## config.mk

```make
export PLATFORM = sky130hd
export DESIGN_NAME = ratio_clkgen
export DESIGN_NICKNAME = d
export VERILOG_FILES = /design/src/rtl/ratio_clkgen_pkg.sv /design/src/rtl/clkr_ctl_reg.sv /design/src/rtl/clkr_core_tick.sv /design/src/rtl/clkr_sdiv.sv /design/src/rtl/ratio_clkgen.sv
export SDC_FILE = /design/constraint.sdc
export NUM_CORES = 1
export LEC_CHECK = 0
export ABC_AREA = 1
export BUFFER_PORTS_ARGS = -buffer_cell sky130_fd_sc_hd__buf_4
export CAP_MARGIN = 40
export CORE_MARGIN = 2
export CORE_UTILIZATION = 44
export DETAILED_ROUTE_END_ITERATION = 7
export PLACE_DENSITY = 0.78
export SLEW_MARGIN = 20
export SYNTH_ARGS = -nofsm -noshare
export SYNTH_HDL_FRONTEND = slang
export SYNTH_SLANG_ARGS = --single-unit
```

## constraint.sdc

```tcl
create_clock -name clk -period 2.3 [get_ports clk]
set_clock_uncertainty 0.05 [all_clocks]
set_input_delay 0.345 -clock clk [delete_from_list [all_inputs] [get_ports clk]]
set_output_delay 0.345 -clock clk [all_outputs]
set_load 0.02 [all_outputs]
```

## src/rtl/ratio_clkgen_pkg.sv

```systemverilog
package ratio_clkgen_pkg;
  localparam int REG_W    = 16;
  localparam int BYP_BIT  = 8;
  localparam int SDIV_LSB = 12;
  localparam int SDIV_W   = 2;
  localparam int CNT_W    = 3;

  typedef enum logic [SDIV_W-1:0] {
    SDIV_2   = 2'd0,
    SDIV_2P5 = 2'd1,
    SDIV_3   = 2'd2,
    SDIV_4   = 2'd3
  } sdiv_e;

  // Core ticks in the current system period; phase picks the long half of 2.5
  function automatic logic [CNT_W-1:0] period_len(input sdiv_e code, input logic phase);
    case (code)
      SDIV_2:   return CNT_W'(2);
      SDIV_2P5: return phase ? CNT_W'(3) : CNT_W'(2);
      SDIV_3:   return CNT_W'(3);
      default:  return CNT_W'(4);
    endcase
  endfunction
endpackage

```

## src/rtl/clkr_ctl_reg.sv

```systemverilog
module clkr_ctl_reg
  import ratio_clkgen_pkg::*;
#(
  parameter int MULT_W    = 6,
  parameter int MULT_MAX  = 31,
  parameter int MULT_DFLT = 1
) (
  input  logic              clk,
  input  logic              rst,
  input  logic [MULT_W-1:0] strap_mult_i,
  input  logic [SDIV_W-1:0] strap_sdiv_i,
  input  logic              wr_en_i,
  input  logic [REG_W-1:0]  wr_data_i,
  output logic [MULT_W-1:0] mult_o,
  output logic              bypass_o,
  output sdiv_e             sdiv_req_o,
  output logic [REG_W-1:0]  rd_o
);
  logic [MULT_W-1:0] mult_q;
  logic              byp_q;
  sdiv_e             sdiv_q;
  logic [MULT_W-1:0] wr_mult;

  function automatic logic mult_ok(input logic [MULT_W-1:0] v);
    return (v != '0) && (int'(v) <= MULT_MAX);
  endfunction

  assign wr_mult = wr_data_i[MULT_W-1:0];

  always_ff @(posedge clk) begin
    if (rst) begin
      mult_q <= mult_ok(strap_mult_i) ? strap_mult_i : MULT_W'(MULT_DFLT);
      byp_q  <= 1'b0;
      sdiv_q <= sdiv_e'(strap_sdiv_i);
    end else if (wr_en_i) begin
      byp_q  <= wr_data_i[BYP_BIT];
      sdiv_q <= sdiv_e'(wr_data_i[SDIV_LSB +: SDIV_W]);
      // protected field: bypass must already be in force
      if (byp_q && mult_ok(wr_mult)) mult_q <= wr_mult;
    end
  end

  always_comb begin
    rd_o = '0;
    rd_o[MULT_W-1:0] = mult_q;
    rd_o[BYP_BIT] = byp_q;
    rd_o[SDIV_LSB +: SDIV_W] = sdiv_q;
  end

  assign mult_o     = mult_q;
  assign bypass_o   = byp_q;
  assign sdiv_req_o = sdiv_q;
endmodule

```

## src/rtl/clkr_core_tick.sv

```systemverilog
module clkr_core_tick (
  input  logic clk,
  input  logic rst,
  input  logic bypass_i,
  input  logic pll_lock_i,
  output logic tick_o
);
  logic tick_q;

  always_ff @(posedge clk) begin
    if (rst)           tick_q <= 1'b0;
    else if (bypass_i) tick_q <= ~tick_q;   // half of the input rate
    else               tick_q <= pll_lock_i; // multiplied path gated by lock
  end

  assign tick_o = tick_q;
endmodule

```

## src/rtl/clkr_sdiv.sv

```systemverilog
module clkr_sdiv
  import ratio_clkgen_pkg::*;
(
  input  logic              clk,
  input  logic              rst,
  input  logic              tick_i,
  input  logic [SDIV_W-1:0] strap_sdiv_i,
  input  sdiv_e             sdiv_req_i,
  output logic              sclk_en_o
);
  logic [CNT_W-1:0] cnt_q;
  logic             phase_q;
  sdiv_e            act_q;
  logic             sclk_q;
  logic [CNT_W-1:0] last;

  assign last = period_len(act_q, phase_q) - CNT_W'(1);

  always_ff @(posedge clk) begin
    if (rst) begin
      cnt_q   <= '0;
      phase_q <= 1'b0;
      act_q   <= sdiv_e'(strap_sdiv_i);
      sclk_q  <= 1'b0;
    end else if (tick_i) begin
      if (cnt_q == last) begin
        cnt_q   <= '0;
        sclk_q  <= 1'b1;
        // new ratio only at a period boundary
        act_q   <= sdiv_req_i;
        phase_q <= (act_q == SDIV_2P5) ? ~phase_q : 1'b0;
      end else begin
        cnt_q  <= cnt_q + CNT_W'(1);
        sclk_q <= 1'b0;
      end
    end else begin
      sclk_q <= 1'b0;
    end
  end

  assign sclk_en_o = sclk_q;
endmodule

```

## src/rtl/ratio_clkgen.sv

```systemverilog
module ratio_clkgen
  import ratio_clkgen_pkg::*;
#(
  parameter int MULT_W    = 6,
  parameter int MULT_MAX  = 31,
  parameter int MULT_DFLT = 1
) (
  input  logic              clk,
  input  logic              rst,
  input  logic [MULT_W-1:0] strap_mult_i,
  input  logic [1:0]        strap_sdiv_i,
  input  logic              wr_en_i,
  input  logic [15:0]       wr_data_i,
  input  logic              pll_lock_i,
  output logic [15:0]       ctl_rd_o,
  output logic [MULT_W-1:0] mult_sel_o,
  output logic              bypass_o,
  output logic              cclk_en_o,
  output logic              sclk_en_o
);
  sdiv_e sdiv_req;
  logic  byp;
  logic  tick;

  clkr_ctl_reg #(
    .MULT_W(MULT_W), .MULT_MAX(MULT_MAX), .MULT_DFLT(MULT_DFLT)
  ) u_reg (
    .clk(clk), .rst(rst),
    .strap_mult_i(strap_mult_i), .strap_sdiv_i(strap_sdiv_i),
    .wr_en_i(wr_en_i), .wr_data_i(wr_data_i),
    .mult_o(mult_sel_o), .bypass_o(byp),
    .sdiv_req_o(sdiv_req), .rd_o(ctl_rd_o)
  );

  clkr_core_tick u_tick (
    .clk(clk), .rst(rst), .bypass_i(byp),
    .pll_lock_i(pll_lock_i), .tick_o(tick)
  );

  clkr_sdiv u_sdiv (
    .clk(clk), .rst(rst), .tick_i(tick),
    .strap_sdiv_i(strap_sdiv_i), .sdiv_req_i(sdiv_req),
    .sclk_en_o(sclk_en_o)
  );

  assign bypass_o  = byp;
  assign cclk_en_o = tick;
endmodule

```

==> results.tsv, run 1 <==
stage	metric	value	unit
timing	Tmin final	1.85	ns
cts	clk buf depth	2	
cts	Root Buffer	clkbuf_4	
global_routing	met1 Resource Use GR	16.3	%
timing	Fmax	0.540	GHz
global_routing	largest net degree at the start of global routing	13	
floorplan	Die Y	52.0	µm
routing	DR vias	851	
cells_and_area	Syn-to-layout area delta	25.2	%
place	DP Worst Slack	0.460	ns
global_routing	Top Usage Layer GRT	met2	
power	Power, Total	0.000737	W
routing	remaining antenna violation count	0	
global_routing	initial antenna violation count	0	
timing	final setup violation count	0	
routing	initial drt markers	21	
hold_path	HP Class	input pin to flop	
timing	RSZ-0062 raised after global routing	no	
timing	Slew Limit Fails	0	
routing	Final Routed Wirelength	1990	µm
worst_setup_path	FF-to-FF path depth	9	
global_routing	GRT Util Overall	16.7	%
global_routing	global-route wire length before repair	3250	µm
cts	setup bufs post-CTS	0	
yosys	Synth Cell Area	1010	µm²
worst_setup_path	kind of critical path	flop to flop	
worst_setup_path	crit-path max FO	5	
floorplan	total core area	2190	µm²
floorplan	die area	2700	µm²
global_routing	gr ovfl total	0	
cts	CTS tree	yes	
worst_setup_path	critical path arrival	1.81	ns
timing	setup TNS	0	ns
floorplan	I/O pin total	53	
cts	Worst-Skew Late Latency	0.29	ns
cells_and_area	Fill cells	205	
routing	DRC	0	
cts	CTS Buf Count	3	
worst_setup_path	Data required, critical path	2.26	ns
yosys	synth unique cells	24	
cts	Worst-path clk slew	0.11	ns
timing	Setup WS post-layout	0.448	ns
worst_setup_path	crit end category	flop	
cts	PostCTS Resize Cnt	0	
floorplan	die width	52.0	µm
routing	First-pass DRT Iterations	4	
cells_and_area	share of cells above drive strength 1	34.4	%
place	DP Wirelength	1680	µm
worst_setup_path	type of origin of the critical path	flop	
floorplan	standard-cell rows	17	
power	pwr dens	581	nW/µm²
cts	CTS H-Tree Depth	1	
outcome	status	finished, final reports clean	
yosys	post-synthesis sequential area ratio	43.5	%
place	PortBufs	38	
cts	clk sinks	17	
cells_and_area	ANT cells	0	
cells_and_area	NumNets Final	188	
timing	Final Hold Vio Count	0	
power	leakage power	0.644	nW
floorplan	Starting Density	46.3	%
run	Max-cap violations	0	
global_routing	grt met3 use	2.59	%
place	RD Place Congestion	0.773	
power	Worst VDD drop	370	µV
yosys	synthesized flop and latch total	17	
global_routing	met2 GRT Util	33.8	%
hold_path	Hold Path Depth	3	
yosys	synthesized area per cell	8.11	µm²
routing	DR vias/cell	4.60	
cts	hold_buf cts	0	
routing	Avg WL per Cell	10.8	µm
yosys	Syn Inst Count	125	
global_routing	vias in the first global route	815	
yosys	Synthesis Warnings	0	
timing	fin crit share	80.5	%
## report_power, final
group          switching [W]  internal [W]  total [W]  leakage (nW)
logic               0.000116     0.0000848   0.000201         0.472
registers          0.0000207      0.000350   0.000370         0.158
clock network      0.0000992     0.0000661   0.000165        0.0139
total               0.000236      0.000500   0.000737         0.644
## cell type report
cell class              count  area (µm²)  share of cell area, %
well taps                  28        35.0                   2.76
inverters                  21        78.8                   6.21
repair buffers             38         285                   22.5
flip-flops and latches     17         440                   34.7
clock buffers               3        22.5                   1.78
multi-input cells          77         399                   31.5
clock inverters             1        7.51                  0.592
## synth_stat cells, drive strengths merged
cell type,n,share of area [%]
edfxtp,10,30
o22ai,2,1.2
a41oi,1,0.86
dfxtp,7,14
inv,21,7.8
xnor2,1,0.86
nand2,32,14
a21oi,1,0.49
xor2,1,0.86
o21ai,6,3.0
buf,16,12
conb,1,0.37
nand3,8,4.9
nor3,1,0.49
ha,2,2.5
nor2,13,6.3
nand4,2,1.2
## cells in the final DEF, fill, tap and decap left out, drive strengths merged
cell type | Yosys | final
xnor2 | 1 | 1
nand4 | 2 | 2
o21ai | 6 | 6
nand2 | 32 | 32
a41oi | 1 | 1
edfxtp | 10 | 10
ha | 2 | 2
xor2 | 1 | 1
nor2 | 13 | 13
conb | 1 | 7
clkbuf | 0 | 3
buf | 16 | 38
nor3 | 1 | 1
nand3 | 8 | 8
a21oi | 1 | 1
o22ai | 2 | 2
clkinvlp | 0 | 1
inv | 21 | 21
dfxtp | 7 | 7
## worst max-delay path: stages (launching register included)
cell	delay (ns)
edfxtp_1	0.45
inv_1	0.09
nand3_2	0.10
nand2_4	0.09
ha_1	0.24
nand2_1	0.09
nand3_1	0.12
nor2_4	0.10
nand3_2	0.12
nand2_4	0.12
## metal layers
| layer | routed length (µm) | vias up |
|---|---|---|
| met3 | 115 | 2 |
| li1 | - | 433 |
| met5 | 0 | - |
| met4 | 19 | 0 |
| met2 | 1120 | 30 |
| met1 | 738 | 386 |
## through the flow
stage                     hold slack (ns)  utilization (%)  instances  cell area (µm²)
after global routing                0.225             57.9        185             1270
after CTS                           0.211             57.9        185             1270
after floorplan                     0.421                -        131             1040
after global placement              0.432             56.5        181             1240
after detailed placement            0.470             56.5        181             1240
final                               0.213             57.9        185             1270
## registers in the layout, summed over array words and instances (netlist names)
signal and cells:
u_tick.tick_o 1, u_sdiv.act_q 2, u_sdiv.phase_q 1, u_sdiv.cnt_q 3
u_reg.sdiv_req_o 2, u_sdiv.sclk_en_o 1, u_reg.bypass_o 1, u_reg.mult_o 6
## cells by family (layout without fill, tap and decap cells)
kind of cell	after synthesis	count (layout)	share of synthesized area, %
AOI/OAI and AO/OA	10	10	5.56
xor gates and xnor gates	2	2	1.73
adders and majority gates	2	2	2.47
buffers and inverters	37	63	19.4
DFF	17	17	43.5
other	1	7	0.370
and+or+nand+nor	56	56	27.0
## worst paths after layout
path                    from         endpoint  slack [ns]
min             wr_data_i[8]   u_reg.bypass_o        0.21
max          u_sdiv.act_q[1]  u_sdiv.act_q[1]        0.45
max reg2reg  u_sdiv.act_q[1]  u_sdiv.act_q[1]        0.45
min reg2reg   u_sdiv.phase_q   u_sdiv.phase_q        0.48
(Power assumes the default switching activity.)
==> inputs of run 2 (changes only) <==
- clock period: 2.3 -> 1.9 ns (I/O delays scaled with it)
==> results.tsv, run 2 (synthesis gave the netlist of run 1 again) <==
stage	metric	value	unit	change
cells_and_area	design area	1310	µm²	+3.6%
worst_setup_path	crit-path max FO	4		-1
cells_and_area	fin cells	189		+2.2%
cells_and_area	commonest non-fill, non-tap cell in the layout	buf_4		
cells_and_area	final core utilization	60.0	%	+2.1 points
timing	Slew Limit Fails	0		unchanged
worst_setup_path	kind of critical path	flop to flop		
cells_and_area	share of cells above drive strength 1	37.9	%	+3.5 points
global_routing	GRT Util Overall	15.9	%	-0.75 points
cells_and_area	commonest cells after routing, fill and taps aside	buf_4 (42), nand2_1 (26), inv_1 (20)		
power	pwr dens	687	nW/µm²	+18%
worst_setup_path	CP Cell Sequence	inv_1 > nand3_2 > nand2_4 > ha_2 > nand2_2 > nand3_2 > nor2_4 > nand3_4 > nand2_4		
worst_setup_path	Largest delay share family, worst path	simple AND/OR/NAND/NOR gates		
worst_setup_path	type of origin of the critical path	flop		
cts	clk sinks	17		unchanged
cells_and_area	NumNets Final	192		+2.1%
routing	DR vias	885		+4.0%
global_routing	largest net degree at the start of global routing	13		unchanged
place	area post-placement	1240	µm²	unchanged
hold_path	Hold Path Depth	3		unchanged
cells_and_area	max reg flops	6		unchanged
floorplan	die width	52.0	µm	unchanged
cells_and_area	Syn-to-layout area delta	29.6	%	
place	RD Place Congestion	0.775		+0.23%
cts	hold_buf cts	0		unchanged
cts	Worst-Skew Late Latency	0.30	ns	about the same
global_routing	initial antenna violation count	0		unchanged
floorplan	total core area	2190	µm²	unchanged
global_routing	vias in the first global route	810		-0.61%
cts	CTS H-Tree Depth	1		unchanged
cts	Worst-path clk slew	0.10	ns	about the same
timing	fin crit share	95.6	%	+15 points
cts	CTS Buf Count	3		unchanged
place	PortBufs	38		unchanged
place	DP Wirelength	1610	µm	-4.4%
worst_setup_path	R2R Path Start	u_sdiv.act_q[1]		
timing	Tmin final	1.82	ns	-0.0350 ns
cts	Root Buffer	clkbuf_4		
timing	Fmax	0.550	GHz	+1.9%
routing	Avg WL per Cell	10.5	µm	-3.0%
timing	setup TNS	0	ns	unchanged
routing	DR vias/cell	4.68		+1.8%
routing	remaining antenna violation count	0		unchanged
cells_and_area	ANT cells	0		unchanged
cts	CTS tree	yes		
worst_setup_path	critical path depth	9		unchanged
routing	First-pass DRT Iterations	4		unchanged
worst_setup_path	critical path arrival	1.78	ns	-0.03 ns
worst_setup_path	CP max stage delay	0.44	ns	about the same
power	leakage power	0.670	nW	+4.1%
outcome	status	finished, final reports clean		
global_routing	global-route wire length before repair	3060	µm	-5.9%
floorplan	Die Y	52.0	µm	unchanged
cts	clk buf depth	2		unchanged
routing	initial drt markers	12		-43%
worst_setup_path	FF-to-FF path depth	9		unchanged
floorplan	Starting Density	46.3	%	unchanged
worst_setup_path	Data required, critical path	1.87	ns	-0.39 ns
worst_setup_path	crit end category	flop		
power	Worst VDD drop	517	µV	+40%
floorplan	die area	2700	µm²	unchanged
timing	final setup violation count	0		unchanged
floorplan	I/O pin total	53		unchanged
place	DP Cell Count	181		unchanged
worst_setup_path	slowest CP cell	edfxtp_1		
hold_path	Hold Crit Start	wr_data_i[8]		
global_routing	gr ovfl total	0		unchanged
worst_setup_path	Critical Path Source	u_sdiv.act_q[1]		
run	Max-cap violations	0		unchanged
routing	Final Routed Wirelength	1980	µm	-0.90%
routing	DRC	0		unchanged
floorplan	standard-cell rows	17		unchanged
timing	Final Hold Vio Count	0		unchanged
hold_path	HP Class	input pin to flop		
worst_setup_path	Worst Path Buf+Inv	1		unchanged
## run 2: area by class of cell
class | count | area, µm²
Tap cell | 28 | 35.0
Timing Repair Buffer | 42 | 315
Clock buffer | 3 | 22.5
Sequential cell | 17 | 440
Fill cell | 197 | 877
Multi-Input combinational cell | 77 | 417
Clock inverter | 1 | 5.00
Inverter | 21 | 78.8
## run 2: path summary, 6_finish.rpt
| kind | slack (ns) | end |
|---|---|---|
| setup / recovery | 0.08 | u_sdiv.act_q[1] |
| hold reg to reg | 0.48 | u_sdiv.phase_q |
| hold / removal | 0.16 | u_reg.bypass_o |
| setup reg to reg | 0.08 | u_sdiv.act_q[1] |
## run 2: routing by layer
layer	part of all wire, %	track usage (%)	vias up	routed length, µm
met4	4.4	12.3	0	87
met3	5.4	3.74	10	106
met1	38	16.4	395	749
li1	-	-	447	-
met2	52	27.4	33	1030
met5	0	0	-	0
## run 2: report_power, final
group / switching [W] / leakage [nW] / internal (W)
Clock: 0.000117 / 0.0177 / 0.0000785
Sequential: 0.0000246 / 0.158 / 0.000423
Combinational: 0.000146 / 0.494 / 0.000114
## run 2: tightest hold or removal path: stages
cell    delay, ns
buf_4        0.08
nor2_1       0.03
nor2_1       0.08
## run 2: timing repair
action                     4_1_cts  5_1_grt
gates resized for setup          0        4
buffers inserted                 0        4
setup endpoints to repair        0        2
## run 2: metrics by stage
step	total power (W)	hold WS, ns	setup slack [ns]
after floorplan	0.000627	0.370	0.176
after global placement	0.000690	0.431	0.107
after detailed placement	0.000698	0.459	0.0531
after CTS	0.000888	0.165	0.0474
after global routing	0.000954	0.166	-0.0199
final	0.000903	0.159	0.0831
